$ cat config.mk
export PLATFORM = sky130hd
export DESIGN_NAME = dual_itimer
export DESIGN_NICKNAME = d
export VERILOG_FILES = /design/src/rtl/itl_pkg.sv /design/src/rtl/itl_prescale.sv /design/src/rtl/itl_timer1.sv /design/src/rtl/itl_timer2.sv /design/src/rtl/dual_itimer.sv
export SDC_FILE = /design/constraint.sdc
export NUM_CORES = 1
export LEC_CHECK = 0
export BUFFER_PORTS_ARGS = -buffer_cell sky130_fd_sc_hd__buf_2
export CAP_MARGIN = 20
export CORE_MARGIN = 4
export CORE_UTILIZATION = 54
export DETAILED_ROUTE_END_ITERATION = 7
export PLACE_DENSITY = 0.79
export SLEW_MARGIN = 40
export SYNTH_ARGS = -nofsm -noshare
export SYNTH_HDL_FRONTEND = slang
export SYNTH_SLANG_ARGS = --single-unit
$ cat constraint.sdc
create_clock -name clk -period 3.5 [get_ports clk]
set_input_delay 0.35 -clock clk [delete_from_list [all_inputs] [get_ports clk]]
set_output_delay 0.35 -clock clk [all_outputs]
set_load 0.03 [all_outputs]
$ cat src/rtl/itl_pkg.sv
package itl_pkg;

    // Register indices; an external decoder drives these codes.
    localparam logic [3:0] IDX_T1_CNT_LO = 4'd4;
    localparam logic [3:0] IDX_T1_CNT_HI = 4'd5;
    localparam logic [3:0] IDX_T1_LAT_LO = 4'd6;
    localparam logic [3:0] IDX_T1_LAT_HI = 4'd7;
    localparam logic [3:0] IDX_T2_LO     = 4'd8;
    localparam logic [3:0] IDX_T2_HI     = 4'd9;

    // Mode field value that enables periodic flags on timer one.
    localparam logic [1:0] MODE_FREE_RUN = 2'b01;

    typedef enum logic {
        T1_DOWN  = 1'b0,
        T1_UNDER = 1'b1
    } t1_phase_e;

    typedef enum logic {
        T2_IDLE  = 1'b0,
        T2_ARMED = 1'b1
    } t2_phase_e;

endpackage

$ cat src/rtl/itl_prescale.sv
module itl_prescale #(
    parameter int DIV = 6
) (
    input  logic clk,
    input  logic rst_n,
    output logic tick_o
);
    localparam int CW = (DIV > 1) ? $clog2(DIV) : 1;
    localparam logic [CW-1:0] LAST = CW'(DIV - 1);

    logic [CW-1:0] div_q;

    always_ff @(posedge clk) begin
        if (!rst_n) begin
            div_q <= '0;
        end else if (div_q == LAST) begin
            div_q <= '0;
        end else begin
            div_q <= div_q + CW'(1);
        end
    end

    assign tick_o = (div_q == LAST);

    generate
        if (DIV > 1) begin : g_gap_chk
            // a tick never lasts two consecutive clocks
            p_tick_single_r2: assert property (@(posedge clk) disable iff (!rst_n)
                tick_o |=> !tick_o)
                else $error("tick lasted more than one clock");
        end
    endgenerate

endmodule

$ cat src/rtl/itl_timer1.sv
module itl_timer1
    import itl_pkg::*;
#(
    parameter int CNT_W = 16
) (
    input  logic             clk,
    input  logic             rst_n,
    input  logic             tick_i,
    input  logic             free_run_i,
    input  logic             lat_lo_wr_i,
    input  logic             lat_hi_wr_i,
    input  logic             load_wr_i,
    input  logic [CNT_W/2-1:0] wdata_i,
    output logic [CNT_W-1:0] count_o,
    output logic [CNT_W-1:0] latch_o,
    output logic             flag_set_o,
    output logic             flag_clr_o
);
    localparam int BYTE_W = CNT_W / 2;
    localparam logic [CNT_W-1:0] ALL_ONES = '1;

    t1_phase_e        phase_q, phase_d;
    logic [CNT_W-1:0] count_q, count_d;
    logic [CNT_W-1:0] latch_q, latch_d;
    logic             set_q, set_d;
    logic             clr_q, clr_d;

    // Next-state process
    always_comb begin
        phase_d = phase_q;
        count_d = count_q;
        latch_d = latch_q;
        set_d   = 1'b0;
        clr_d   = lat_hi_wr_i | load_wr_i;

        if (lat_lo_wr_i) begin
            latch_d[BYTE_W-1:0] = wdata_i;
        end
        if (lat_hi_wr_i || load_wr_i) begin
            latch_d[CNT_W-1:BYTE_W] = wdata_i;
        end

        if (load_wr_i) begin
            count_d = {wdata_i, latch_q[BYTE_W-1:0]};
            phase_d = T1_DOWN;
        end else if (tick_i) begin
            unique case (phase_q)
                T1_DOWN: begin
                    if (count_q == '0) begin
                        count_d = ALL_ONES;
                        phase_d = T1_UNDER;
                    end else begin
                        count_d = count_q - CNT_W'(1);
                    end
                end
                T1_UNDER: begin
                    count_d = latch_q;
                    phase_d = T1_DOWN;
                end
            endcase
            set_d = free_run_i && (count_d == '0);
        end
    end

    // State register process
    always_ff @(posedge clk) begin
        if (!rst_n) begin
            phase_q <= T1_DOWN;
            count_q <= ALL_ONES;
            latch_q <= ALL_ONES;
            set_q   <= 1'b0;
            clr_q   <= 1'b0;
        end else begin
            phase_q <= phase_d;
            count_q <= count_d;
            latch_q <= latch_d;
            set_q   <= set_d;
            clr_q   <= clr_d;
        end
    end

    // Output process
    always_comb begin
        count_o    = count_q;
        latch_o    = latch_q;
        flag_set_o = set_q;
        flag_clr_o = clr_q;
    end

    // ordinary tick in the down phase removes exactly one
    p_t1_dec_r6: assert property (@(posedge clk) disable iff (!rst_n)
        (tick_i && !load_wr_i && phase_q == T1_DOWN && count_q != '0)
        |=> (count_q == $past(count_q) - CNT_W'(1)))
        else $error("timer one decrement wrong");

    // the tick after the all-ones step restores the latch
    p_t1_reload_r6: assert property (@(posedge clk) disable iff (!rst_n)
        (tick_i && !load_wr_i && phase_q == T1_UNDER)
        |=> (count_q == $past(latch_q)))
        else $error("timer one reload wrong");

    // a loading write leaves count equal to the new latch
    p_t1_load_r3: assert property (@(posedge clk) disable iff (!rst_n)
        load_wr_i |=> (count_q == latch_q))
        else $error("timer one load mismatch");

    // latch-high write alone does not move the count
    p_t1_hold_r4: assert property (@(posedge clk) disable iff (!rst_n)
        (lat_hi_wr_i && !tick_i) |=> $stable(count_q))
        else $error("latch-high write moved the count");

    // a flag pulse only accompanies a zero count
    p_t1_flag_zero_r7: assert property (@(posedge clk) disable iff (!rst_n)
        flag_set_o |-> (count_q == '0))
        else $error("timer one flag without zero count");

endmodule

$ cat src/rtl/itl_timer2.sv
module itl_timer2
    import itl_pkg::*;
#(
    parameter int CNT_W = 16
) (
    input  logic               clk,
    input  logic               rst_n,
    input  logic               tick_i,
    input  logic               lo_wr_i,
    input  logic               hi_wr_i,
    input  logic [CNT_W/2-1:0] wdata_i,
    output logic [CNT_W-1:0]   count_o,
    output logic               flag_set_o
);
    localparam int BYTE_W = CNT_W / 2;
    localparam logic [CNT_W-1:0] ALL_ONES = '1;

    t2_phase_e         phase_q, phase_d;
    logic [CNT_W-1:0]  count_q, count_d;
    logic [BYTE_W-1:0] low_q, low_d;
    logic              set_q, set_d;

    // Next-state process
    always_comb begin
        phase_d = phase_q;
        count_d = count_q;
        low_d   = lo_wr_i ? wdata_i : low_q;
        set_d   = 1'b0;

        if (hi_wr_i) begin
            count_d = {wdata_i, low_q};
            phase_d = T2_ARMED;
        end else if (tick_i) begin
            count_d = count_q - CNT_W'(1);
            unique case (phase_q)
                T2_IDLE: begin
                    phase_d = T2_IDLE;
                end
                T2_ARMED: begin
                    if (count_q == '0) begin
                        set_d   = 1'b1;
                        phase_d = T2_IDLE;
                    end
                end
            endcase
        end
    end

    // State register process
    always_ff @(posedge clk) begin
        if (!rst_n) begin
            phase_q <= T2_IDLE;
            count_q <= ALL_ONES;
            low_q   <= '0;
            set_q   <= 1'b0;
        end else begin
            phase_q <= phase_d;
            count_q <= count_d;
            low_q   <= low_d;
            set_q   <= set_d;
        end
    end

    // Output process
    always_comb begin
        count_o    = count_q;
        flag_set_o = set_q;
    end

    // high write sets the upper count byte
    p_t2_load_r8: assert property (@(posedge clk) disable iff (!rst_n)
        hi_wr_i |=> (count_q[CNT_W-1:BYTE_W] == $past(wdata_i)))
        else $error("timer two load mismatch");

    // the one-shot flag disarms and coincides with the wrap
    p_t2_once_r9: assert property (@(posedge clk) disable iff (!rst_n)
        flag_set_o |-> (phase_q == T2_IDLE && count_q == ALL_ONES))
        else $error("timer two flag outside first wrap");

endmodule

$ cat src/rtl/dual_itimer.sv
module dual_itimer
    import itl_pkg::*;
#(
    parameter int PRESCALE_DIV = 6,
    parameter int CNT_W        = 16
) (
    input  logic         clk,
    input  logic         rst_n,
    input  logic         wr_en,
    input  logic [3:0]   wr_idx,
    input  logic [7:0]   wr_data,
    input  logic [1:0]   acr_mode,
    input  logic [3:0]   rd_idx,
    output logic [7:0]   rd_data,
    output logic         tick_out,
    output logic [15:0]  t1_count,
    output logic [15:0]  t1_latch,
    output logic [15:0]  t2_count,
    output logic         t1_flag_set,
    output logic         t1_flag_clr,
    output logic         t2_flag_set
);
    localparam int BYTE_W = CNT_W / 2;

    logic tick;
    logic wr_t1_lo, wr_t1_load, wr_t1_lat_lo, wr_t1_lat_hi;
    logic wr_t2_lo, wr_t2_hi;
    logic free_run;

    assign wr_t1_lo     = wr_en && (wr_idx == IDX_T1_CNT_LO);
    assign wr_t1_load   = wr_en && (wr_idx == IDX_T1_CNT_HI);
    assign wr_t1_lat_lo = wr_en && (wr_idx == IDX_T1_LAT_LO);
    assign wr_t1_lat_hi = wr_en && (wr_idx == IDX_T1_LAT_HI);
    assign wr_t2_lo     = wr_en && (wr_idx == IDX_T2_LO);
    assign wr_t2_hi     = wr_en && (wr_idx == IDX_T2_HI);
    assign free_run     = (acr_mode == MODE_FREE_RUN);

    itl_prescale #(
        .DIV (PRESCALE_DIV)
    ) u_pre (
        .clk    (clk),
        .rst_n  (rst_n),
        .tick_o (tick)
    );

    itl_timer1 #(
        .CNT_W (CNT_W)
    ) u_t1 (
        .clk         (clk),
        .rst_n       (rst_n),
        .tick_i      (tick),
        .free_run_i  (free_run),
        .lat_lo_wr_i (wr_t1_lo | wr_t1_lat_lo),
        .lat_hi_wr_i (wr_t1_lat_hi),
        .load_wr_i   (wr_t1_load),
        .wdata_i     (wr_data[BYTE_W-1:0]),
        .count_o     (t1_count),
        .latch_o     (t1_latch),
        .flag_set_o  (t1_flag_set),
        .flag_clr_o  (t1_flag_clr)
    );

    itl_timer2 #(
        .CNT_W (CNT_W)
    ) u_t2 (
        .clk        (clk),
        .rst_n      (rst_n),
        .tick_i     (tick),
        .lo_wr_i    (wr_t2_lo),
        .hi_wr_i    (wr_t2_hi),
        .wdata_i    (wr_data[BYTE_W-1:0]),
        .count_o    (t2_count),
        .flag_set_o (t2_flag_set)
    );

    assign tick_out = tick;

    // Readback mux
    always_comb begin
        unique case (rd_idx)
            IDX_T1_CNT_LO: rd_data = t1_count[BYTE_W-1:0];
            IDX_T1_CNT_HI: rd_data = t1_count[CNT_W-1:BYTE_W];
            IDX_T1_LAT_LO: rd_data = t1_latch[BYTE_W-1:0];
            IDX_T1_LAT_HI: rd_data = t1_latch[CNT_W-1:BYTE_W];
            IDX_T2_LO:     rd_data = t2_count[BYTE_W-1:0];
            IDX_T2_HI:     rd_data = t2_count[CNT_W-1:BYTE_W];
            default:       rd_data = '0;
        endcase
    end

    // a load on a tick produces no flag-set pulse next cycle
    p_load_wins_r11: assert property (@(posedge clk) disable iff (!rst_n)
        (wr_t1_load && tick) |=> !t1_flag_set || (t1_count == '0))
        else $error("flag raised on load collision");

endmodule

==> impl_metrics.py, run 1 <==
metrics = {
    "synth": {
        "synth_top_family_by_area": "simple AND/OR/NAND/NOR gates",
        "synth_cell_type_count": 52,
        "synth_top_area_cell": "dfxtp_1",
        "yosysWarnings": 0,
        "synth-simple-area-share_pct": 31.25,
        "synthArstFlopShare_pct": 0,
        "synth_common_cells": "nand2_1 (90), dfxtp_1 (64), o21ai_0 (40)",
        "ys_ff_latch": 64,
        "synth_xor_area_share_pct": 3.716,
        "synth_top_area_share_pct": 33.97,
        "yosys-top-cells-area": "dfxtp_1 (34%), nand2_1 (9.0%), o21ai_0 (5.3%)",
        "avgSynthCellArea_um2": 7.468,
        "synth_compound_area_share_pct": 20.31,
        "synth_mux_area_share_pct": 3.782,
        "syn_inst": 505,
        "syn_area_mm2": 0.003771,
        "synth.most_common_cell": "nand2_1",
        "synthFlopType": "dfxtp_1",
        "synth_fp_nets": 531,
        "synthAdderAreaFrac_pct": 1.659,
        "ys_seq_area_share_pct": 33.97,
        "synth-edff-count": 0,
    },
    "timing": {
        "drv_slew": 0,
        "finalClockSkew_ns": 0.01274,
        "setup_viol": 0,
        "tightest_slew_ns": 0.7333,
        "finalHoldViolations": 0,
        "rsz0062_at_grt": "no",
        "fin_setup_tns_ns": 0,
        "fin_crit_sh_pct": 74.38,
        "timing.slew.headroom_pct": 51.04,
        "min_period_ns": 2.603,
        "fmax_mhz": 384.1,
        "timing.hold.ws_ns": 0.2992,
    },
    "clocking": {
        "cts_root_buffer": "clkbuf_8",
        "post_cts_buffers": 0,
        "clk_latency_ns": 0.35,
        "ctsResizeCount": 0,
        "htreeDepth": 3,
        "cts_made_buffers": 9,
        "cts_tree": "built",
        "clk_pin_slew_ns": 0.08,
        "cts.path.max_buffers": 2,
        "clkSinkCount": 64,
        "holdBufCountCts": 0,
    },
    "finish": {
        "antenna_cells": 0,
        "layoutNonFillerInstCount": 666,
        "nets": 591,
        "final_area_mm2": 0.004374,
        "syn_to_final_growth_pct": 15.99,
        "drive_gt1_share_pct": 20.35,
    },
    "drt": {
        "vias_per_cell": 6.084,
        "final_antenna_net_count": 0,
        "drt-initial-drc-count": 496,
        "drt_first_pass_iters": 5,
        "totalWireLength_um": 12020,
        "vias": 4052,
        "wl_per_cell_um": 18.04,
        "drc": 0,
    },
    "worst_hold_path": {
        "hold_class": "in -> reg",
    },
    "grt": {
        "overflow": 0,
        "grt_pass1_vias": 3572,
        "antenna_found_initial": 0,
        "grt_max_degree": 38,
        "grt_pass1_wl_um": 18970,
        "gr-usage-all-layers_pct": 28.87,
    },
    "critical_path": {
        "crit_family": "buffers and inverters",
        "slowest_delay_ns": 0.56,
        "crit_buf_inv": 4,
        "required_ns": 3.15,
        "path_cells": "inv_1, ha_1, nand2_1, buf_4, clkinv_1, buf_2",
        "end_kind": "primary output",
        "worstSetupPathType": "reg -> out",
        "critPathLaunchType": "flip-flop",
        "arrival_ns": 2.25,
        "cp_slowest_cell": "clkinv_1",
        "critPathMaxFanout": 24,
    },
    "floorplanning": {
        "rows": 30,
        "die_h_um": 91.57,
        "core_area_mm2": 0.006794,
        "num_io_pins": 81,
        "die_width_um": 91.57,
        "dieArea_mm2": 0.008384,
        "start_util_pct": 55.51,
    },
    "power": {
        "totalPowerFinal_uw": 1569,
        "p_leak_uw": 0.001693,
        "p_per_area_mw_per_mm2": 358.6,
        "irDropWorstVdd_v": 0.0002238,
    },
    "placement": {
        "place.detailed.hpwl_um": 8542,
        "place_inst": 650,
        "place_congestion": 1.008,
        "place_area_mm2": 0.004197,
        "port_buffers": 80,
    },
    "flow_run": {
        "drv_cap": 0,
    },
    "run_status": {
        "outcome": "finished, final reports clean",
    },
}
## power breakdown
group	internal (uW)	switching [uW]
Combinational	72.1	148
Sequential	747	29.2
Clock	259	313
Total	1080	491
## worst paths after layout
path / startpoint / endpoint / slack [ns] / depth (start not counted)
max: u_pre.div_q[1] / tick_out / 0.90 / 6
min: wr_data[6] / u_t1.latch_o[6] / 0.30 / 3
max reg2reg: u_t1.count_o[0] / u_t1.flag_set_o / 1.08 / 8
min reg2reg: u_t2.phase_q / u_t2.flag_set_o / 0.45 / 2
## metrics by stage
step	worst slack (ns)	util, %
6_report	0.8965	64.38
5_1_grt	0.7902	64.38
4_1_cts	0.9443	64.31
3_5_place_dp	1.142	61.77
3_3_place_gp	1.226	61.71
2_1_floorplan	1.212	-
## cell usage in the layout (no fill, tap or decap), types with 3 or more instances in the layout
cell type,n
nor2_1,34
nor4b_1,3
mux2i_1,12
xnor2_1,13
nand2_1,90
xor2_1,3
a32oi_1,8
buf_4,6
or3_1,7
and3_1,5
nor3b_1,3
a22oi_1,11
clkinvlp_4,3
or2_2,3
a41oi_1,3
o211ai_1,9
nor2_2,3
o21ai_0,40
a211oi_1,3
nand4_1,4
nor4_1,8
clkbuf_8,9
a21oi_1,30
o311ai_0,4
dfxtp_1,64
or4_1,6
nand3_1,19
buf_2,80
nand2b_1,5
nor2b_1,19
inv_1,14
nand3b_1,3
ha_1,5
nor3_1,9
## flip-flops by register name, summed over array words and instances (netlist names), 3 cells and up
signal,cells
u_t1.count_o,16
u_t1.latch_o,16
u_t2.count_o,16
u_t2.low_q,8
u_pre.div_q,3
## final cells by class
type,count,area [um^2]
well taps,96,120.1
clock inverters,6,45.04
flip-flops and latches,64,1281
fillers,617,2420
inverters,15,56.30
clock buffers,10,127.6
repair buffers,86,445.4
multi-input cells,389,2298
## worst min-delay path: cells and delay by family
kind,cells,cell delay (ns)
simple gates,2,0.13
buf+inv,1,0.13
## routing by layer
| layer | wire length (um) | vias to the layer above | track usage, % |
|---|---|---|---|
| met4 | 386 | 0 | 13.07 |
| met2 | 5340 | 231 | 42.85 |
| li1 | - | 1917 | - |
| met3 | 1118 | 30 | 5.385 |
| met1 | 5171 | 1874 | 40.34 |
| met5 | 0 | - | 0 |
## cells by family (layout without fill, tap and decap cells)
logic type      after synthesis  after routing
xor+xnor                     16             16
flops                        64             64
compound gates              122            122
buf+inv                      52            117
simple gates                232            232
fa+ha+maj                     5              5
mux                          14             14
Note: power is estimated with default switching activity, not from simulation.
==> run 2, diff against run 1 <==
--- a/config.mk
+++ b/config.mk
@@ -8,9 +8,9 @@
 export BUFFER_PORTS_ARGS = -buffer_cell sky130_fd_sc_hd__buf_2
 export CAP_MARGIN = 20
 export CORE_MARGIN = 4
-export CORE_UTILIZATION = 54
+export CORE_UTILIZATION = 50
 export DETAILED_ROUTE_END_ITERATION = 7
-export PLACE_DENSITY = 0.79
+export PLACE_DENSITY = 0.77
 export SLEW_MARGIN = 40
 export SYNTH_ARGS = -nofsm -noshare
 export SYNTH_HDL_FRONTEND = slang
==> constraint.sdc (replaced) <==
create_clock -name clk -period 2.39 [get_ports clk]
set_input_delay 0.239 -clock clk [delete_from_list [all_inputs] [get_ports clk]]
set_output_delay 0.239 -clock clk [all_outputs]
set_load 0.03 [all_outputs]
==> run 2 against run 1 <==
  * Worst setup slack lost 0.71 ns
  * Largest power group unchanged
  * Power grew 59%
  * Register-to-register slack lost 0.90 ns
  * First-iteration DRC count shrank 24%
  * Highest routed layer unchanged
==> impl_metrics.py, run 2 (synthesized netlist as in run 1, its figures left out) <==
metrics = {
    "clocking": {
        "cts.path.max_buffers": 2,
        "holdBufCountCts": 0,
        "cts_root_buffer": "clkbuf_8",
        "htreeDepth": 3,
        "cts_made_buffers": 9,
        "cts_tree": "built",
        "clk_pin_slew_ns": 0.07,
        "clkSinkCount": 64,
        "clk_latency_ns": 0.34,
    },
    "timing": {
        "fmax_mhz": 453.5,
        "drv_slew": 0,
        "setup_viol": 0,
        "finalHoldViolations": 0,
        "fin_crit_sh_pct": 92.26,
        "fin_ws_ns": 0.1850,
        "rsz0062_at_grt": "no",
        "tightest_slew_ns": 0.6637,
        "timing.slew.headroom_pct": 55.66,
        "fin_setup_tns_ns": 0,
        "min_period_ns": 2.205,
        "timing.hold.ws_ns": 0.2013,
        "finalClockSkew_ns": 0.01362,
    },
    "floorplanning": {
        "core_area_mm2": 0.007292,
        "start_util_pct": 51.72,
        "num_io_pins": 81,
        "dieArea_mm2": 0.008996,
        "rows": 31,
        "die_h_um": 94.85,
        "die_width_um": 94.85,
    },
    "finish": {
        "seqCellArea_mm2": 0.001282,
        "layout_commonest_cell": "nand2_1",
        "final_cell_mix": "nand2_1 (90), buf_2 (80), dfxtp_1 (63)",
        "final_area_mm2": 0.004599,
        "fillers": 713,
        "antenna_cells": 0,
        "syn_to_final_growth_pct": 21.96,
        "nets": 615,
        "drive_gt1_share_pct": 23.14,
        "multi_input_area_mm2": 0.002302,
    },
    "run_status": {
        "outcome": "finished, final reports clean",
    },
    "power": {
        "p_comb_share_pct": 13.7,
        "p_int_uw": 1814,
        "p_leak_uw": 0.001831,
        "totalPowerFinal_uw": 2487,
        "irDropWorstVdd_v": 0.0003219,
        "p_per_area_mw_per_mm2": 540.7,
        "switchingPower_uw": 673.6,
        "power_frac_seq_pct": 45.6,
        "clockPowerShare_pct": 40.7,
        "p_sw_share_pct": 27.08,
    },
    "critical_path": {
        "required_ns": 2.66,
        "critPathLaunchType": "flip-flop",
        "ff2ff_setup_slack_ns": 0.18,
        "arrival_ns": 2.48,
        "end_kind": "flip-flop",
        "reg2regPathDepth": 9,
        "critPathMaxFanout": 14,
        "r2r_start": "u_t1.count_o[0]",
        "rr_endpoint": "u_t1.flag_set_o",
        "worstSetupPathType": "reg -> reg",
    },
    "grt": {
        "grt_pass1_wl_um": 20240,
        "antenna_found_initial": 0,
        "grt_max_degree": 33,
        "grt_pass1_vias": 3869,
        "overflow": 0,
        "gr-usage-all-layers_pct": 29.19,
    },
    "drt": {
        "totalWireLength_um": 12700,
        "drt-initial-drc-count": 379,
        "wl_per_cell_um": 18.38,
        "vias_per_cell": 6.020,
        "final_antenna_net_count": 0,
        "highest_layer": "met4",
        "drt_first_pass_iters": 6,
        "drc": 0,
        "dr_wl_met3_um": 1019,
        "wl_met1_um": 5606,
        "wl_met2_um": 5618,
        "vias": 4160,
    },
    "worst_hold_path": {
        "whs_endpoint": "u_t1.latch_o[6]",
        "hold_path_depth": 3,
        "hold_class": "in -> reg",
        "min-delay-start": "wr_data[6]",
    },
    "placement": {
        "post-place-ws_ns": 0.1591,
        "place_area_mm2": 0.004362,
        "place_congestion": 1.026,
        "place.detailed.hpwl_um": 9410,
        "port_buffers": 80,
    },
    "flow_run": {
        "drv_cap": 0,
    },
}
[run 2: metal layers]
| metal | vias to the layer above | GRT usage (%) |
|---|---|---|
| li1 | 1969 | - |
| met1 | 1953 | 40.43 |
| met2 | 200 | 44.16 |
| met3 | 38 | 5.339 |
| met4 | 0 | 12.74 |
| met5 | - | 0 |
[run 2: worst max path at each step]
stage,from,slack [ns],cells past startpoint,to
global placement,u_t1.count_o[0],0.17,8,u_t1.flag_set_o
detailed placement,u_t1.count_o[0],0.16,8,u_t1.flag_set_o
floorplan,u_t1.count_o[0],0.10,8,u_t1.flag_set_o
finish,u_t1.count_o[0],0.18,9,u_t1.flag_set_o
global route,u_t1.count_o[0],0.02,10,u_t1.flag_set_o
CTS,u_t1.count_o[0],0.13,8,u_t1.flag_set_o
[run 2: per-stage QoR]
step | utilization, % | cells
floorplan | - | 505
global placement | 59.81 | 675
detailed placement | 59.81 | 675
CTS | 62.68 | 689
global route | 63.07 | 691
finish | 63.07 | 691
[run 2: cell type report]
| type | count | area share (%) |
|---|---|---|
| clock inverter | 3 | 1.469 |
| clock buffer | 11 | 3.074 |
| tap | 99 | 2.693 |
| timing repair buffer | 110 | 13.60 |
| inverter | 15 | 1.224 |
| multi-input combinational | 389 | 50.05 |
| sequential | 64 | 27.88 |
[run 2: power by group through the flow]
stage | Clock [uW] | Combinational, uW | Sequential, uW
finish | 1010 | 340 | 1130
global placement | 0 | 333 | 1160
global route | 1090 | 367 | 1140
detailed placement | 0 | 336 | 1160
CTS | 1030 | 337 | 1130
floorplan | 0 | 179 | 1190
[run 2: repair_timing]
item                       in CTS  in global routing
setup buffers                   0                  2
setup endpoints to repair       0                  3
gates resized for setup         0                  3
[run 2: critical path, cell delays in order, from the launching register on]
cell       delay, ns
dfxtp_1         0.33
inv_1           0.08
ha_1            0.22
nor4b_2         0.16
buf_4           0.15
a41oi_1         0.20
buf_4           0.24
a32oi_1         0.14
a2111oi_0       0.38
and4_1          0.23
